## src/rtl/disc_pkg.sv

```systemverilog
package disc_pkg;

    localparam int          DW_W       = 32;
    localparam int          IDX_W      = 8;
    localparam int          LEN_W      = 18;
    localparam int          REQ_DW     = 3;
    localparam int          RSP_DW     = 3;
    localparam logic [15:0] SIG_VID    = 16'h0001;
    localparam logic [7:0]  DISC_TYPE  = 8'h00;
    localparam logic [15:0] NONE_VID   = 16'hFFFF;
    localparam logic [7:0]  NONE_TYPE  = 8'hFF;

    typedef struct packed {
        logic [15:0] vid;
        logic [7:0]  otype;
    } proto_t;

    typedef enum logic [2:0] {
        ST_IDLE,
        ST_ASK_LEN,
        ST_ASK_IDX,
        ST_JUDGE,
        ST_W0,
        ST_W1,
        ST_W2
    } st_t;

    function automatic logic [DW_W-1:0] mk_hdr1(input proto_t p);
        return {8'h00, p.otype, p.vid};
    endfunction

    function automatic logic [DW_W-1:0] mk_hdr2(input logic [LEN_W-1:0] len);
        return {{(DW_W-LEN_W){1'b0}}, len};
    endfunction

    function automatic logic [DW_W-1:0] mk_payload(input proto_t p,
                                                   input logic [IDX_W-1:0] nxt);
        return {nxt, p.otype, p.vid};
    endfunction

    // zero encodes the maximum object size, so it never counts as short
    function automatic logic len_short(input logic [LEN_W-1:0] len);
        return (len != '0) && (len < LEN_W'(REQ_DW));
    endfunction

endpackage

```

## src/rtl/disc_lookup.sv

```systemverilog
module disc_lookup
    import disc_pkg::*;
#(
    parameter int NUM_ENTRIES = 3
) (
    input  logic [IDX_W-1:0]                   idx_i,
    input  logic [NUM_ENTRIES-1:0][15:0]       tbl_vid_i,
    input  logic [NUM_ENTRIES-1:0][7:0]        tbl_type_i,
    output proto_t                             ent_o,
    output logic [IDX_W-1:0]                   nxt_o
);
    localparam int COUNT = NUM_ENTRIES + 1;

    logic [NUM_ENTRIES-1:0] hit;
    proto_t                 tbl_sel;
    logic [IDX_W:0]         idx_p1;
    logic                   in_range;
    logic                   is_last;

    genvar k;
    generate
        for (k = 0; k < NUM_ENTRIES; k++) begin : g_hit
            assign hit[k] = (idx_i == IDX_W'(k + 1));
        end
    endgenerate

    always_comb begin
        tbl_sel = '0;
        for (int j = 0; j < NUM_ENTRIES; j++) begin
            if (hit[j]) begin
                tbl_sel.vid   = tbl_sel.vid   | tbl_vid_i[j];
                tbl_sel.otype = tbl_sel.otype | tbl_type_i[j];
            end
        end
    end

    assign idx_p1   = {1'b0, idx_i} + (IDX_W+1)'(1);
    assign in_range = ({1'b0, idx_i} < (IDX_W+1)'(COUNT));
    assign is_last  = (idx_p1 == (IDX_W+1)'(COUNT));

    always_comb begin
        if (idx_i == '0) begin
            ent_o.vid   = SIG_VID;
            ent_o.otype = DISC_TYPE;
        end else if (in_range) begin
            ent_o = tbl_sel;
        end else begin
            ent_o.vid   = NONE_VID;
            ent_o.otype = NONE_TYPE;
        end
    end

    assign nxt_o = (!in_range || is_last) ? '0 : idx_p1[IDX_W-1:0];

endmodule

```

## src/rtl/disc_fsm.sv

```systemverilog
module disc_fsm
    import disc_pkg::*;
#(
    parameter int AW = 4
) (
    input  logic             clk,
    input  logic             rst,
    input  logic             start_i,
    input  logic [DW_W-1:0]  rd_data_i,
    output st_t              state_o,
    output logic [IDX_W-1:0] idx_o,
    output logic             rd_en_o,
    output logic [AW-1:0]    rd_addr_o,
    output logic             done_o,
    output logic             success_o
);
    st_t              state_q, state_d;
    logic             short_q;
    logic [IDX_W-1:0] idx_q;
    logic             done_q, success_q;

    always_comb begin
        state_d = state_q;
        unique case (state_q)
            ST_IDLE:    if (start_i) state_d = ST_ASK_LEN;
            ST_ASK_LEN: state_d = ST_ASK_IDX;
            ST_ASK_IDX: state_d = ST_JUDGE;
            ST_JUDGE:   state_d = short_q ? ST_IDLE : ST_W0;
            ST_W0:      state_d = ST_W1;
            ST_W1:      state_d = ST_W2;
            ST_W2:      state_d = ST_IDLE;
            default:    state_d = ST_IDLE;
        endcase
    end

    always_ff @(posedge clk) begin
        if (rst) begin
            state_q   <= ST_IDLE;
            short_q   <= 1'b0;
            idx_q     <= '0;
            done_q    <= 1'b0;
            success_q <= 1'b0;
        end else begin
            state_q   <= state_d;
            done_q    <= 1'b0;
            success_q <= 1'b0;
            if (state_q == ST_ASK_IDX) begin
                short_q <= len_short(rd_data_i[LEN_W-1:0]);
            end
            if (state_q == ST_JUDGE) begin
                idx_q <= rd_data_i[IDX_W-1:0];
                if (short_q) begin
                    done_q <= 1'b1;
                end
            end
            if (state_q == ST_W2) begin
                done_q    <= 1'b1;
                success_q <= 1'b1;
            end
        end
    end

    assign rd_en_o   = (state_q == ST_ASK_LEN) || (state_q == ST_ASK_IDX);
    assign rd_addr_o = (state_q == ST_ASK_IDX) ? AW'(2) : AW'(1);
    assign state_o   = state_q;
    assign idx_o     = idx_q;
    assign done_o    = done_q;
    assign success_o = success_q;

endmodule

```

## src/rtl/disc_rsp_pack.sv

```systemverilog
module disc_rsp_pack
    import disc_pkg::*;
#(
    parameter int AW = 4
) (
    input  st_t              state_i,
    input  proto_t           ent_i,
    input  logic [IDX_W-1:0] nxt_i,
    output logic             wr_en_o,
    output logic [AW-1:0]    wr_addr_o,
    output logic [DW_W-1:0]  wr_data_o
);
    proto_t self_p;

    always_comb begin
        self_p.vid   = SIG_VID;
        self_p.otype = DISC_TYPE;
        wr_en_o   = 1'b0;
        wr_addr_o = '0;
        wr_data_o = '0;
        unique case (state_i)
            ST_W0: begin
                wr_en_o   = 1'b1;
                wr_addr_o = AW'(0);
                wr_data_o = mk_hdr1(self_p);
            end
            ST_W1: begin
                wr_en_o   = 1'b1;
                wr_addr_o = AW'(1);
                wr_data_o = mk_hdr2(LEN_W'(RSP_DW));
            end
            ST_W2: begin
                wr_en_o   = 1'b1;
                wr_addr_o = AW'(2);
                wr_data_o = mk_payload(ent_i, nxt_i);
            end
            default: ;
        endcase
    end

endmodule

```

## src/rtl/disc_responder.sv

```systemverilog
module disc_responder
    import disc_pkg::*;
#(
    parameter int NUM_ENTRIES = 3,
    parameter int AW          = 4
) (
    input  logic                             clk,
    input  logic                             rst,
    input  logic                             start_i,
    input  logic [NUM_ENTRIES-1:0][15:0]     tbl_vid_i,
    input  logic [NUM_ENTRIES-1:0][7:0]      tbl_type_i,
    output logic                             rd_en_o,
    output logic [AW-1:0]                    rd_addr_o,
    input  logic [31:0]                      rd_data_i,
    output logic                             wr_en_o,
    output logic [AW-1:0]                    wr_addr_o,
    output logic [31:0]                      wr_data_o,
    output logic                             done_o,
    output logic                             success_o
);
    st_t              state;
    logic [IDX_W-1:0] idx;
    proto_t           ent;
    logic [IDX_W-1:0] nxt;

    disc_fsm #(.AW(AW)) u_fsm (
        .clk       (clk),
        .rst       (rst),
        .start_i   (start_i),
        .rd_data_i (rd_data_i),
        .state_o   (state),
        .idx_o     (idx),
        .rd_en_o   (rd_en_o),
        .rd_addr_o (rd_addr_o),
        .done_o    (done_o),
        .success_o (success_o)
    );

    disc_lookup #(.NUM_ENTRIES(NUM_ENTRIES)) u_lookup (
        .idx_i      (idx),
        .tbl_vid_i  (tbl_vid_i),
        .tbl_type_i (tbl_type_i),
        .ent_o      (ent),
        .nxt_o      (nxt)
    );

    disc_rsp_pack #(.AW(AW)) u_pack (
        .state_i   (state),
        .ent_i     (ent),
        .nxt_i     (nxt),
        .wr_en_o   (wr_en_o),
        .wr_addr_o (wr_addr_o),
        .wr_data_o (wr_data_o)
    );

endmodule

```

## config.mk

```make
export PLATFORM = sky130hd
export DESIGN_NAME = disc_responder
export DESIGN_NICKNAME = d
export VERILOG_FILES = /design/src/rtl/disc_pkg.sv /design/src/rtl/disc_lookup.sv /design/src/rtl/disc_fsm.sv /design/src/rtl/disc_rsp_pack.sv /design/src/rtl/disc_responder.sv
export SDC_FILE = /design/constraint.sdc
export NUM_CORES = 1
export LEC_CHECK = 0
export ABC_AREA = 1
export BUFFER_PORTS_ARGS = -buffer_cell sky130_fd_sc_hd__buf_2
export CORE_AREA = 2 2 70 72
export CTS_CLUSTER_SIZE = 28
export DETAILED_ROUTE_END_ITERATION = 10
export DIE_AREA = 0 0 72 74
export PLACE_DENSITY = 0.76
export SETUP_SLACK_MARGIN = 0.15
export SYNTH_ARGS = -nofsm -noshare
export SYNTH_HDL_FRONTEND = slang
export SYNTH_SLANG_ARGS = --single-unit
```

## constraint.sdc

```tcl
create_clock -name clk -period 2.1 [get_ports clk]
set_clock_uncertainty 0.1 [all_clocks]
set_input_delay 0.21 -clock clk [delete_from_list [all_inputs] [get_ports clk]]
set_output_delay 0.21 -clock clk [all_outputs]
set_load 0.01 [all_outputs]
```

==> results of run 1 <==
[power by group]
part           leakage, nW  switching (mW)  internal, mW
logic                 1.05           0.205         0.154
registers            0.116          0.0199         0.279
clock network       0.0288          0.0981         0.166
total                 1.20           0.323         0.600
[registers in the layout, summed over array words and instances, names as in the netlist]
name and flops:
u_fsm.state_o 3, u_fsm.short_q 1, u_fsm.success_o 1, u_fsm.done_o 1
u_fsm.idx_o 8
[area by class of cell]
| class | count | area share |
|---|---|---|
| flip-flops and latches | 14 | 0.120 |
| multi-input cells | 175 | 0.473 |
| clock buffers | 4 | 0.0227 |
| well taps | 54 | 0.0279 |
| inverters | 23 | 0.0372 |
| repair buffers | 138 | 0.319 |
[final timing paths]
path	startpoint	endpoint	slack (ps)
setup / recovery	u_fsm.idx_o[0]$_SDFFE_PP0N_	wr_data_o[7]	210
hold / removal	rd_data_i[7]	u_fsm.idx_o[7]$_SDFFE_PP0N_	110
setup reg to reg	u_fsm.state_o[1]$_SDFFE_PP0P_	u_fsm.idx_o[2]$_SDFFE_PP0N_	810
hold reg to reg	u_fsm.short_q$_SDFFE_PP0P_	u_fsm.short_q$_SDFFE_PP0P_	400
[synthesized netlist by cell type (all sizes together)]
cell    instances
a31oi           1
nand2          23
clkinv          1
inv            22
a21oi          53
a22o           23
buf            20
nor3            3
mux2i           1
ha              4
dfxtp          14
o21ai          12
nand3b          1
nor4            1
conb            1
o21bai          1
clkbuf          2
o22ai           2
nand3           7
nand4           2
nor3b           2
nor2           28
[placed cells by master, fill, tap and decap left out, types with 4 or more instances in the layout]
cell type / Yosys / layout
buf_2: 5 / 126
a21oi_2: 20 / 30
nor2_1: 25 / 24
a22o_1: 23 / 23
a21oi_1: 33 / 23
nand2_1: 22 / 22
inv_1: 21 / 19
o21ai_0: 10 / 10
conb_1: 1 / 10
dfxtp_1: 14 / 10
nand3_1: 5 / 5
buf_4: 10 / 5
clkbuf_8: 0 / 4
buf_6: 5 / 4
[worst max-delay path, cell delays in order (launching register included)]
cell	delay [ps]
dfxtp_4	390
inv_4	50
ha_4	170
buf_6	150
a22o_1	220
a21oi_2	140
a21oi_2	60
buf_2	130
[what timing repair did]
action                                  4_1_cts  5_1_grt
endpoints found under the setup margin       26       21
gates cloned                                  1        0
pin swaps                                     2        1
setup buffers                                 8        0
gates resized for setup                      13       16
[kinds of logic (layout without fill, tap and decap cells)]
group,count (synthesis),in the layout,synth area share
AND/OR/NAND/NOR,67,67,0.210
AO/OA/AOI/OAI,92,93,0.409
multiplexers,1,1,0.00641
other,1,10,0.00240
buffers and inverters,45,165,0.161
adder cells (fa/ha/maj),4,4,0.0320
flip-flops,14,14,0.179
[per-layer routing]
metal,routed length (µm),global-route usage
met5,0,0
met4,49,0.0419
met1,2140,0.210
met2,2660,0.346
met3,468,0.0339
[stage by stage]
stage          total power [mW]  utilization  setup slack, ps
2_1_floorplan             0.513            -              505
3_3_place_gp              0.625        0.473             21.6
3_5_place_dp              0.631        0.473             27.1
4_1_cts                   0.916        0.515              160
5_1_grt                   0.972        0.527              140
6_report                  0.922        0.527              209
==> impl_metrics.yaml, run 1 <==
layout:
  stdcell_count: 408
  nets: 466
  layout.filler_cells: 428
  seqCellArea_um2: 290
  share_of_post_route_cells_with_drive_strength_above_1: 0.545
  antenna-diode-count: 0
  fin_area_um2: 2420
  layout-area-overhead-vs-synth_pct: 55.0
  multiInputGateArea_um2: 1150
die:
  dieWidth_um: 72
  dieHeight_um: 74
  initial_utilization: 0.340
  i_o_pin_count: 151
  floorplan.die_area_um2: 5330
  std_cell_rows: 25
  core_area_um2: 4600
placed_design:
  post_dp_cell_area_um2: 2170
  detailed_place_hpwl_mm: 4.01
  place.detailed.instances: 395
  numPortBuffers: 126
  globalplace.congestion: 0.795
synth:
  synth_seq_cells: 14
  synth.top_cells.by_area: "dfxtp_1 (18%), a22o_1 (13%), a21oi_2 (11%)"
  yosysSeqAreaShare: 0.179
  synth_top_area_frac: 0.179
  largest_area_contributor_in_the_netlist: "dfxtp_1"
  synth_area_per_cell_um2: 6.98
  syn-cell-area_um2: 1560
  yosysWarnings: 0
  synth_cell_types: 34
  postSynthCellCount: 224
timing:
  final.setup.tns_ps: 0
  fin_crit_ps: 1890
  setup_repair_after_global_routing_missed_its_margin: "true"
  achievable-frequency_mhz: 529
  min_period_over_period: 0.901
  timing.final.hold_violations: 0
  holdWs_ps: 109
  final_report_setup_violation_count: 0
  slew_violations: 0
clocking:
  clock-sinks: 14
  tritoncts.num_buffers: 3
  cts-root-to-sink-buffers: 2
  tritoncts: "yes"
  cts.root.buffer_cell: "clkbuf_8"
  clkLatencyLatePin_ps: 250
  holdBufCountCts: 0
  clk_pin_slew_ps: 60
  htreeDepth: 1
setup_path:
  cp_data_required_time_ps: 1790
  crit_arrival_ps: 1580
  endpoint_kind: "output pin"
  ff2ff_path_depth: 5
  start_kind: "register"
  worstPathMaxFanout: 12
  criticalPathCategory: "register to output pin"
detailed_routing:
  drt-pass1-iter-count: 4
  routed_wirelength_mm: 5.32
  vias: 1997
  route.detailed.vias_per_inst: 4.89
  detail_route.drc_violations: 0
  drt-initial-drc-count: 57
  average_wire_per_cell_in_the_routed_design_um: 13.0
  antenna_violating_nets_post_route: 0
power_and_ir_drop:
  power_density_nw_per_um2: 381
  peak_supply_drop_v: 0.000376
  cellLeakagePower_nw: 1.20
global_routing:
  initial_antenna_violation_count: 0
  grt_first_pass_wirelength_mm: 7.82
  global_route.overflow_total: 0
  maximum_number_of_pins_on_one_net_before_global_route_repair: 25
  grt_pass1_vias: 1765
  grt_use_total: 0.181
hold_path:
  timing.hold.worst_path_depth: 3
  min_path_type: "input pin to register"
outcome:
  outcome: "finished clean"
job:
  drv.max_cap_violation_count: 0
(Power assumes the default switching activity.)
==> run 2, diff against run 1 <==
--- a/config.mk
+++ b/config.mk
@@ -12,7 +12,6 @@
 export DETAILED_ROUTE_END_ITERATION = 10
 export DIE_AREA = 0 0 72 74
 export PLACE_DENSITY = 0.76
-export SETUP_SLACK_MARGIN = 0.15
 export SYNTH_ARGS = -nofsm -noshare
 export SYNTH_HDL_FRONTEND = slang
 export SYNTH_SLANG_ARGS = --single-unit
==> constraint.sdc (replaced) <==
create_clock -name clk -period 2.1 [get_ports clk]
set_clock_uncertainty 0.1 [all_clocks]
set_input_delay 0.21 -clock clk [delete_from_list [all_inputs] [get_ports clk]]
set_output_delay 0.21 -clock clk [all_outputs]
set_load 0.02 [all_outputs]
==> run 2 against run 1 <==
  * Via count fell by 2.1%
  * Clock power fell by 2%
  * Utilization fell by 2.7 points
  * Critical path type unchanged
  * Critical endpoint is now wr_data_o[1]
==> impl_metrics.yaml, run 2 (same netlist as run 1, synthesis figures left out) <==
outcome:
  outcome: "finished clean"
setup_path:
  cp_data_required_time_ps: 1790
  endpoint_kind: "output pin"
  criticalPathCategory: "register to output pin"
  r2r_start: "u_fsm.state_o[1]$_SDFFE_PP0P_"
  ff2ff_path_depth: 5
  worstSetupStartpoint: "u_fsm.idx_o[1]$_SDFFE_PP0N_"
  reg2reg_slack_ps: 800
  crit_end: "wr_data_o[1]"
  worstPathMaxFanout: 24
  start_kind: "register"
  crit_arrival_ps: 1630
  regToRegEndpoint: "u_fsm.idx_o[1]$_SDFFE_PP0N_"
layout:
  share_of_post_route_cells_with_drive_strength_above_1: 0.496
  final_cell_mix: "buf_2 (126), a21oi_1 (33), nor2_1 (25), a22o_1 (23), nand2_1 (22)"
  post-route-util: 0.500
  layout.cells.most_common: "buf_2"
  largest_reg_flops: 8
  stdcell_count: 401
  antenna-diode-count: 0
  nets: 459
  layout-area-overhead-vs-synth_pct: 47.1
detailed_routing:
  drt-initial-drc-count: 56
  detail_route.drc_violations: 0
  antenna_violating_nets_post_route: 0
  drt-pass1-iter-count: 4
  routed_wirelength_mm: 5.14
  vias: 1956
  average_wire_per_cell_in_the_routed_design_um: 12.8
  route.detailed.vias_per_inst: 4.88
die:
  i_o_pin_count: 151
  floorplan.die_area_um2: 5330
  core_area_um2: 4600
  initial_utilization: 0.340
  dieWidth_um: 72
  dieHeight_um: 74
  std_cell_rows: 25
hold_path:
  min_path_type: "input pin to register"
global_routing:
  maximum_number_of_pins_on_one_net_before_global_route_repair: 25
  grt_use_total: 0.179
  grt_pass1_vias: 1718
  global_route.overflow_total: 0
  initial_antenna_violation_count: 0
  grt_first_pass_wirelength_mm: 7.65
clocking:
  cts-root-to-sink-buffers: 2
  tritoncts.num_buffers: 3
  tritoncts: "yes"
  holdBufCountCts: 0
  htreeDepth: 1
  clkLatencyLatePin_ps: 250
  cts.root.buffer_cell: "clkbuf_8"
  clock-sinks: 14
  clk_pin_slew_ps: 60
timing:
  timing.final.hold_violations: 0
  final.setup.tns_ps: 0
  setup_repair_after_global_routing_missed_its_margin: "false"
  min_period_over_period: 0.926
  achievable-frequency_mhz: 514
  holdWs_ps: 121
  slew_violations: 0
  final_report_setup_violation_count: 0
  fin_crit_ps: 1940
power_and_ir_drop:
  p_total_mw: 0.913
  peak_supply_drop_v: 0.000345
  cellLeakagePower_nw: 1.15
  power_density_nw_per_um2: 397
placed_design:
  place.detailed.instances: 394
  globalplace.congestion: 0.781
  numPortBuffers: 126
  detailed_place_hpwl_mm: 4.03
job:
  drv.max_cap_violation_count: 0
[run 2: worst min-delay path by stage]
stage,start,endpoint,depth (start not counted)
2_1_floorplan,rst,u_fsm.state_o[1]$_SDFFE_PP0P_,1
3_3_place_gp,rd_data_i[7],u_fsm.idx_o[7]$_SDFFE_PP0N_,3
3_5_place_dp,rst,u_fsm.state_o[1]$_SDFFE_PP0P_,2
4_1_cts,rst,u_fsm.state_o[1]$_SDFFE_PP0P_,2
5_1_grt,rst,u_fsm.state_o[1]$_SDFFE_PP0P_,2
6_report,rst,u_fsm.state_o[1]$_SDFFE_PP0P_,2
[run 2: area by class of cell]
cell class / count / area [µm²]
Tap cell: 54 / 67.6
Sequential cell: 14 / 283
Multi-Input combinational cell: 175 / 1100
Fill cell: 475 / 2300
Inverter: 23 / 87.6
Timing Repair Buffer: 131 / 709
Clock buffer: 4 / 55.1
[run 2: routing by layer]
layer  vias up  track usage  part of all wire
met5         -            0                 0
met2        91        0.328              0.50
met1       851        0.207              0.40
met3         7       0.0379             0.090
li1       1007            -                 -
met4         0       0.0629             0.016
[run 2: where the power goes]
group	internal, mW	switching [mW]
registers	0.280	0.0179
clock network	0.166	0.0936
logic	0.142	0.213
total	0.589	0.324
[run 2: worst max-delay path: stages, from the launching register on]
cell and delay [ps]:
dfxtp_2 350, inv_1 100, ha_1 150, buf_4 260
nand2_1 80, nand3_1 80, nor2_1 50, o22ai_1 120
buf_2 190
[run 2: what timing repair did]
item	CTS	global route
pin swaps	1	2
cloned	1	0
setup endpoints to repair	24	26
gates resized for setup	2	6
buffers inserted	0	2
[run 2: metrics by stage]
step / cell area (µm²) / setup slack [ps]
3_3_place_gp: 2170 / -20.4
6_report: 2300 / 156
3_5_place_dp: 2170 / -29.8
4_1_cts: 2240 / -15.3
2_1_floorplan: 1600 / 415
5_1_grt: 2300 / 7.14
